## src/rtl/swl_pkg.sv

```systemverilog
package swl_pkg;

   typedef enum logic [2:0] {
      ST_IDLE     = 3'd0,
      ST_SHIFT_LO = 3'd1,
      ST_SHIFT_HI = 3'd2,
      ST_SETUP    = 3'd3,
      ST_LATCH    = 3'd4,
      ST_DONE     = 3'd5,
      ST_CLEAR    = 3'd6
   } swl_state_e;

   function automatic int unsigned swl_ceil_div(input int unsigned num, input int unsigned den);
      return (num + den - 1) / den;
   endfunction

   function automatic int unsigned swl_max4(input int unsigned a, input int unsigned b,
                                            input int unsigned c, input int unsigned d);
      int unsigned m;
      m = a;
      if (b > m) m = b;
      if (c > m) m = c;
      if (d > m) m = d;
      return m;
   endfunction

endpackage

```

## src/rtl/swl_timer.sv

```systemverilog
module swl_timer #(
   parameter int unsigned TW = 4
) (
   input  logic          clk,
   input  logic          rst_n,
   input  logic          load,
   input  logic [TW-1:0] load_val,
   output logic          expired
);

   logic [TW-1:0] count;

   always_ff @(posedge clk or negedge rst_n) begin
      if (!rst_n)              count <= '0;
      else if (load)           count <= load_val;
      else if (count != '0)    count <= count - 1'b1;
   end

   assign expired = (count == '0);

endmodule

```

## src/rtl/swl_shifter.sv

```systemverilog
module swl_shifter #(
   parameter int unsigned WIDTH = 32
) (
   input  logic             clk,
   input  logic             rst_n,
   input  logic             load,
   input  logic             shift,
   input  logic [WIDTH-1:0] par_in,
   output logic             msb
);

   generate
      if (WIDTH == 1) begin : g_single
         logic bit_q;
         always_ff @(posedge clk or negedge rst_n) begin
            if (!rst_n)    bit_q <= 1'b0;
            else if (load) bit_q <= par_in[0];
         end
         assign msb = bit_q;
      end else begin : g_multi
         logic [WIDTH-1:0] sr;
         always_ff @(posedge clk or negedge rst_n) begin
            if (!rst_n)     sr <= '0;
            else if (load)  sr <= par_in;
            else if (shift) sr <= {sr[WIDTH-2:0], 1'b0};
         end
         assign msb = sr[WIDTH-1];
      end
   endgenerate

   // Sequencer must never request both operations together (R2 ordering)
   p_load_shift_excl_r2: assert property (@(posedge clk) disable iff (!rst_n)
      !(load && shift));

endmodule

```

## src/rtl/swl_seq.sv

```systemverilog
module swl_seq
   import swl_pkg::*;
#(
   parameter int unsigned TOTAL     = 32,
   parameter int unsigned HALF      = 4,
   parameter int unsigned SETUP_CYC = 3,
   parameter int unsigned LATCH_CYC = 4,
   parameter int unsigned CLEAR_CYC = 5,
   parameter int unsigned TW        = 4,
   parameter int unsigned BW        = 6
) (
   input  logic          clk,
   input  logic          rst_n,
   input  logic          start,
   input  logic          clear_req,
   input  logic          tmr_zero,
   output logic          tmr_load,
   output logic [TW-1:0] tmr_val,
   output logic          sh_load,
   output logic          sh_shift,
   output logic          sclk_o,
   output logic          latch_n_o,
   output logic          clr_o,
   output logic          busy_o,
   output logic          done_o
);

   swl_state_e    state, nxt;
   logic [BW-1:0] bits_left;
   logic          bit_ld, bit_dec;

   always_comb begin
      nxt      = state;
      tmr_load = 1'b0;
      tmr_val  = '0;
      sh_load  = 1'b0;
      sh_shift = 1'b0;
      bit_ld   = 1'b0;
      bit_dec  = 1'b0;
      unique case (state)
         ST_IDLE: begin
            if (start) begin
               nxt      = ST_SHIFT_LO;
               tmr_load = 1'b1;
               tmr_val  = TW'(HALF - 1);
               sh_load  = 1'b1;
               bit_ld   = 1'b1;
            end else if (clear_req) begin
               nxt      = ST_CLEAR;
               tmr_load = 1'b1;
               tmr_val  = TW'(CLEAR_CYC - 1);
            end
         end
         ST_SHIFT_LO: begin
            if (tmr_zero) begin
               nxt      = ST_SHIFT_HI;
               tmr_load = 1'b1;
               tmr_val  = TW'(HALF - 1);
            end
         end
         ST_SHIFT_HI: begin
            if (tmr_zero) begin
               tmr_load = 1'b1;
               if (bits_left == '0) begin
                  nxt     = ST_SETUP;
                  tmr_val = TW'(SETUP_CYC - 1);
               end else begin
                  nxt      = ST_SHIFT_LO;
                  tmr_val  = TW'(HALF - 1);
                  sh_shift = 1'b1;
                  bit_dec  = 1'b1;
               end
            end
         end
         ST_SETUP: begin
            if (tmr_zero) begin
               nxt      = ST_LATCH;
               tmr_load = 1'b1;
               tmr_val  = TW'(LATCH_CYC - 1);
            end
         end
         ST_LATCH: if (tmr_zero) nxt = ST_DONE;
         ST_DONE:  nxt = ST_IDLE;
         ST_CLEAR: if (tmr_zero) nxt = ST_IDLE;
         default:  nxt = ST_IDLE;
      endcase
   end

   always_ff @(posedge clk or negedge rst_n) begin
      if (!rst_n) begin
         state     <= ST_IDLE;
         bits_left <= '0;
         sclk_o    <= 1'b0;
         latch_n_o <= 1'b1;
         clr_o     <= 1'b0;
         busy_o    <= 1'b0;
         done_o    <= 1'b0;
      end else begin
         state <= nxt;
         if (bit_ld)       bits_left <= BW'(TOTAL - 1);
         else if (bit_dec) bits_left <= bits_left - 1'b1;
         sclk_o    <= (nxt == ST_SHIFT_HI);
         latch_n_o <= (nxt != ST_LATCH);
         clr_o     <= (nxt == ST_CLEAR);
         busy_o    <= (nxt != ST_IDLE);
         done_o    <= (nxt == ST_DONE);
      end
   end

   // A request while busy must not restart the sequence
   p_no_restart_r6: assert property (@(posedge clk) disable iff (!rst_n)
      (state == ST_SHIFT_HI && !tmr_zero) |=> (state == ST_SHIFT_HI));

   p_clear_only_from_idle_r8: assert property (@(posedge clk) disable iff (!rst_n)
      (state == ST_CLEAR) |-> ($past(state) == ST_IDLE || $past(state) == ST_CLEAR));

endmodule

```

## src/rtl/swchain_loader.sv

```systemverilog
module swchain_loader
   import swl_pkg::*;
#(
   parameter int unsigned NUM_DEV     = 2,
   parameter int unsigned CH_PER_DEV  = 16,
   parameter int unsigned SYS_CLK_HZ  = 125_000_000,
   parameter int unsigned SCLK_MAX_HZ = 20_000_000,
   parameter int unsigned SETUP_CYC   = 3,
   parameter int unsigned LATCH_CYC   = 4,
   parameter int unsigned CLEAR_CYC   = 5
) (
   input  logic                          clk,
   input  logic                          rst_n,
   input  logic                          start,
   input  logic                          clear_req,
   input  logic [NUM_DEV*CH_PER_DEV-1:0] pattern,
   output logic                          ser_data,
   output logic                          ser_clk,
   output logic                          latch_n,
   output logic                          sw_clear,
   output logic                          busy,
   output logic                          done
);

   localparam int unsigned TOTAL = NUM_DEV * CH_PER_DEV;
   localparam int unsigned HALF  = swl_ceil_div(SYS_CLK_HZ, 2 * SCLK_MAX_HZ);
   localparam int unsigned TMAX  = swl_max4(HALF, SETUP_CYC, LATCH_CYC, CLEAR_CYC);
   localparam int unsigned TW    = $clog2(TMAX + 1);
   localparam int unsigned BW    = $clog2(TOTAL + 1);
   localparam int unsigned LW    = $clog2(swl_max4(SETUP_CYC, LATCH_CYC, 1, 1) + 1);

   generate
      if (NUM_DEV < 1)      begin : g_bad_dev   $error("NUM_DEV must be at least 1"); end
      if (CH_PER_DEV < 1)   begin : g_bad_ch    $error("CH_PER_DEV must be at least 1"); end
      if (SCLK_MAX_HZ == 0) begin : g_bad_sclk  $error("SCLK_MAX_HZ must be nonzero"); end
      if (HALF < 1)         begin : g_bad_half  $error("derived clock phase is empty"); end
      if (SETUP_CYC < 1 || LATCH_CYC < 1 || CLEAR_CYC < 1) begin : g_bad_width
         $error("pulse widths must be at least one cycle");
      end
   endgenerate

   logic          tmr_load, tmr_zero, sh_load, sh_shift;
   logic [TW-1:0] tmr_val;

   swl_timer #(.TW(TW)) u_timer (
      .clk(clk), .rst_n(rst_n), .load(tmr_load), .load_val(tmr_val), .expired(tmr_zero)
   );

   swl_shifter #(.WIDTH(TOTAL)) u_shift (
      .clk(clk), .rst_n(rst_n), .load(sh_load), .shift(sh_shift),
      .par_in(pattern), .msb(ser_data)
   );

   swl_seq #(
      .TOTAL(TOTAL), .HALF(HALF), .SETUP_CYC(SETUP_CYC), .LATCH_CYC(LATCH_CYC),
      .CLEAR_CYC(CLEAR_CYC), .TW(TW), .BW(BW)
   ) u_seq (
      .clk(clk), .rst_n(rst_n), .start(start), .clear_req(clear_req),
      .tmr_zero(tmr_zero), .tmr_load(tmr_load), .tmr_val(tmr_val),
      .sh_load(sh_load), .sh_shift(sh_shift),
      .sclk_o(ser_clk), .latch_n_o(latch_n), .clr_o(sw_clear),
      .busy_o(busy), .done_o(done)
   );

   // Observation counters used only by the properties below
   logic          sclk_q;
   logic [BW-1:0] rise_cnt;
   logic [LW-1:0] low_run, latch_run;

   always_ff @(posedge clk or negedge rst_n) begin
      if (!rst_n) begin
         sclk_q    <= 1'b0;
         rise_cnt  <= '0;
         low_run   <= '0;
         latch_run <= '0;
      end else begin
         sclk_q <= ser_clk;
         if (!busy)                 rise_cnt <= '0;
         else if (ser_clk && !sclk_q) rise_cnt <= rise_cnt + 1'b1;
         if (ser_clk || !latch_n)   low_run <= '0;
         else if (low_run < LW'(SETUP_CYC)) low_run <= low_run + 1'b1;
         if (latch_n)               latch_run <= '0;
         else if (latch_run < LW'(LATCH_CYC)) latch_run <= latch_run + 1'b1;
      end
   end

   p_bits_per_frame_r1: assert property (@(posedge clk) disable iff (!rst_n)
      done |-> (rise_cnt == BW'(TOTAL)));

   p_data_stable_high_r3: assert property (@(posedge clk) disable iff (!rst_n)
      ser_clk |-> $stable(ser_data));

   p_setup_before_latch_r4: assert property (@(posedge clk) disable iff (!rst_n)
      $fell(latch_n) |-> (low_run == LW'(SETUP_CYC)));

   p_latch_width_r4: assert property (@(posedge clk) disable iff (!rst_n)
      $rose(latch_n) |-> (latch_run == LW'(LATCH_CYC)));

   p_latch_quiet_clock_r4: assert property (@(posedge clk) disable iff (!rst_n)
      !latch_n |-> (!ser_clk && !sw_clear));

   p_done_ends_busy_r5: assert property (@(posedge clk) disable iff (!rst_n)
      done |=> !busy && !done);

   p_busy_needs_request_r6: assert property (@(posedge clk) disable iff (!rst_n)
      $rose(busy) |-> ($past(start) || $past(clear_req)));

   p_clear_isolated_r7: assert property (@(posedge clk) disable iff (!rst_n)
      sw_clear |-> (!ser_clk && latch_n && busy && !done));

endmodule

```

## config.mk

```make
export PLATFORM = sky130hd
export DESIGN_NAME = swchain_loader
export DESIGN_NICKNAME = d
export VERILOG_FILES = /design/src/rtl/swl_pkg.sv /design/src/rtl/swl_timer.sv /design/src/rtl/swl_shifter.sv /design/src/rtl/swl_seq.sv /design/src/rtl/swchain_loader.sv
export SDC_FILE = /design/constraint.sdc
export NUM_CORES = 1
export LEC_CHECK = 0
export BUFFER_PORTS_ARGS = -buffer_cell sky130_fd_sc_hd__clkbuf_2
export CORE_ASPECT_RATIO = 0.5
export CORE_UTILIZATION = 56
export DETAILED_ROUTE_END_ITERATION = 8
export PLACE_DENSITY = 0.79
export SLEW_MARGIN = 20
export SYNTH_ARGS = -nofsm -noshare
export SYNTH_HDL_FRONTEND = slang
export SYNTH_HIERARCHICAL = 1
export SYNTH_SLANG_ARGS = --single-unit
```

## constraint.sdc

```tcl
create_clock -name clk -period 2.65 [get_ports clk]
set_clock_uncertainty 0.1 [all_clocks]
set_input_delay 0.1325 -clock clk [delete_from_list [all_inputs] [get_ports clk]]
set_output_delay 0.1325 -clock clk [all_outputs]
set_load 0.01 [all_outputs]
```

==> summary.md <==
| Metric | Value |
|---|---|
| Status | `complete, no violations` |
| Final slew viol count | `0` |
| Final period utilization | `0.898` |
| Setup violators final | `0` |
| Yosys Warn Count | `6` |
| Hpwl dp | `between 3000 and 4000 µm` |
| Top post-synthesis cells by area | `dfrtp_1, mux2i_1, o21ai_1` |
| Post-DRT Antenna Nets | `0` |
| Antenna fix cells | `0` |
| Cell Area, Placed | `2820 µm²` |
| Die W | `about 100 µm` |
| Mapped Cells | `approximately 260` |
| Achievable Freq | `roughly 0.42 GHz` |
| Gp weighted congestion | `~0.81` |
| Tightest Pin Transition | `between 600 and 700 ps` |
| Vias in the first global route | `about 2000` |
| Drt total wl | `around 5300 µm` |
| Post-layout min period | `between 2000 and 2500 ps` |
| Final hold vios | `0` |
| H-tree levels | `2` |
| FP Rows | `17` |
| Boundary pin count | `42` |
| Num Clock Sinks | `49` |
| Worst min path class | `in -> reg` |
| Post-synthesis cell area | `2620 µm²` |
| Setup CP Type | `reg -> reg` |
| DR pass1 iterations | `4` |
| Ys async rst share | `1.00` |
| DR iter-0 viols | `roughly 110` |
| Clk slew on worst S/H paths | `about 90 ps` |
| Longest Clk Path Bufs | `2` |
| Post-route DRC | `0` |
| Nets@finish | `~360` |
| PD cells | `approximately 950 nW/µm²` |
| DP Cell Count | `~340` |
| CP Max Fanout | `35` |
| Initial Util | `0.588` |
| Final core occ | `0.735` |
| Tot GR Track Use | `0.233` |
| Slowest stage cell, crit path | `dfrtp_1` |
| Remaining global-route overflow | `0` |
| Post-Route Setup TNS | `0 ps` |
| Startpoint Class | `flip-flop` |
| Synth unique cells | `48` |
| CTS Buf Count | `5` |
| Clock latency on the worst-skew pair | `between 300 and 400 ps` |
| Area Growth Syn to Fin | `24.9%` |
| Post-synth EDFFs | `0` |
| I/O Buffers | `41` |
| Critical Path End Type | `flip-flop` |
| RSZ-0062 raised after global routing | `false` |
| Core Footprint | `4450 µm²` |
| Worst EP arrival | `2460 ps` |
| Cell taking the most area after synthesis | `dfrtp_1` |
| Syn avg cell area | `10.2 µm²` |
| Post-synth net total | `roughly 300` |
| Pin count of the biggest net entering global routing | `73` |
| Post-DR vias/cell | `around 5.5` |
| Yosys reg bits | `49` |
| Die Y | `a little over 50 µm` |
| Fill cells | `just under 300` |
| Post-Layout Cell Count | `383` |
| Commonest non-fill, non-tap cell in the layout | `dfrtp_1` |
| Wire per inst | `13.9 µm` |
| Pleak | `1.36 nW` |
| First-pass GRT wire length | `a little under 9000 µm` |
| Max IR drop VDD | `between 0.4 and 0.5 mV` |
| Seq/Total Area, Yosys | `0.469` |
| CTS tree | `yes` |
| Critical Path RT | `around 2700 ps` |
| Crit-path max cell delay | `400 ps` |
| Root buffer cell | `clkbuf_8` |
| Critical path cell sequence | `inv_1 > ha_1 > nand2b_1 > clkinvlp_4 > and4bb_4 > a21boi_4 > buf_12 > mux2i_1 > o21ai_0` |
| Initial antenna violation count | `0` |
| Power Total | `0.00311 W` |
| Die footprint | `between 4000 and 5000 µm²` |
| Total number of vias | `around 2100` |
| Share of cells above drive strength 1 | `0.202` |
| Synth top area share | `0.459` |
| Most frequent cells in the layout | `dfrtp_1, clkbuf_2, nand2_1` |
| Slew HR | `0.599` |
| Max Cap Viol | `0` |
| Primary FF master, synth | `dfrtp_1` |
| Design area | `3270 µm²` |
[synthesized netlist by cell type, types with 2 or more instances]
cell type / instances
nand3b_1: 2
buf_4: 2
nor2b_1: 5
nor2_1: 11
a21oi_1: 9
o21ai_1: 31
nand3_1: 3
a311oi_1: 2
dfrtp_1: 48
buf_2: 6
a31o_1: 2
buf_12: 3
o21ai_2: 2
mux2i_1: 35
nor3_1: 2
clkbuf_1: 4
buf_6: 2
nand2_1: 36
nor4b_1: 3
nand2b_1: 3
a22oi_1: 2
ha_1: 3
inv_1: 12
o21ai_0: 4
[where the power goes]
part	leakage [nW]	switching, W	total (W)	internal (W)
clock	0.0585	0.000254	0.000537	0.000283
sequential	0.585	0.000253	0.00134	0.00108
combinational	0.715	0.000660	0.00123	0.000574
total	1.36	0.00117	0.00311	0.00194
[repair_timing]
item	CTS	global route
buffers inserted	0	0
hold buffers	33	0
endpoints found under the setup margin	0	2
endpoints found under the hold margin	80	0
gates resized for setup	0	1
[state kept, by name, summed over array words and instances, names as in the netlist]
name	count
u_seq/bits_left	6
u_seq/busy_o	1
u_seq/clr_o	1
u_seq/done_o	1
u_seq/latch_n_o	1
u_seq/sclk_o	1
u_seq/state	3
u_shift/g_multi.sr	32
u_timer/count	3
[worst max-delay path: cells and delay by family, from the launching register on]
family                   cells  cell delay (ps)
buffers and inverters        3              560
multiplexers                 1              260
flip-flops                   1              400
adder cells (fa/ha/maj)      1              200
AND/OR/NAND/NOR              2              430
AO/OA/AOI/OAI                2              300
[cells by family (layout without fill, tap and decap cells)]
logic type | count (synthesis) | after routing | synth area share
AND/OR/NAND/NOR | 76 | 76 | 0.155
buffers and inverters | 29 | 99 | 0.0718
adder cells (fa/ha/maj) | 3 | 3 | 0.0144
flip-flops | 49 | 49 | 0.469
AO/OA/AOI/OAI | 64 | 64 | 0.156
multiplexers | 35 | 35 | 0.134
[stage by stage]
stage,hold slack [ps],setup WS (ps)
finish,78.9,270
detailed placement,177,213
global route,120,70.9
floorplan,-263,533
CTS,68.3,225
global placement,165,356
[cell type report]
| type | count | area, µm² | share of cell area |
|---|---|---|---|
| Tap cell | 57 | 71.3 | 0.0218 |
| Clock inverter | 3 | 43.8 | 0.0134 |
| Timing Repair Buffer | 79 | 598 | 0.183 |
| Multi-Input combinational cell | 178 | 1210 | 0.370 |
| Inverter | 12 | 48.8 | 0.0149 |
| Sequential cell | 49 | 1230 | 0.376 |
| Clock buffer | 5 | 68.8 | 0.0211 |
[path summary, 6_finish.rpt]
path                                        from                      to  slack [ps]  cells past startpoint
setup / recovery                u_timer/count[0]  u_shift/g_multi.sr[29]         270                      9
hold / removal                         clear_req             u_seq/clr_o          80                      3
setup reg to reg                u_timer/count[0]  u_shift/g_multi.sr[29]         270                      9
hold reg to reg            u_shift/g_multi.sr[0]   u_shift/g_multi.sr[0]         460                      2
max in group asynchronous                  rst_n        u_timer/count[1]        1680                      3
min in group asynchronous                  rst_n  u_shift/g_multi.sr[21]         350                      3
[per-layer routing]
metal / track usage / up-vias / share of wire
li1: - / 1034 / -
met1: 0.300 / 1012 / 0.47
met2: 0.407 / 41 / 0.48
met3: 0.0474 / 7 / 0.034
met4: 0.0672 / 0 / 0.010
met5: 0 / - / 0
No activity file was read; power rests on OpenSTA's default activity.
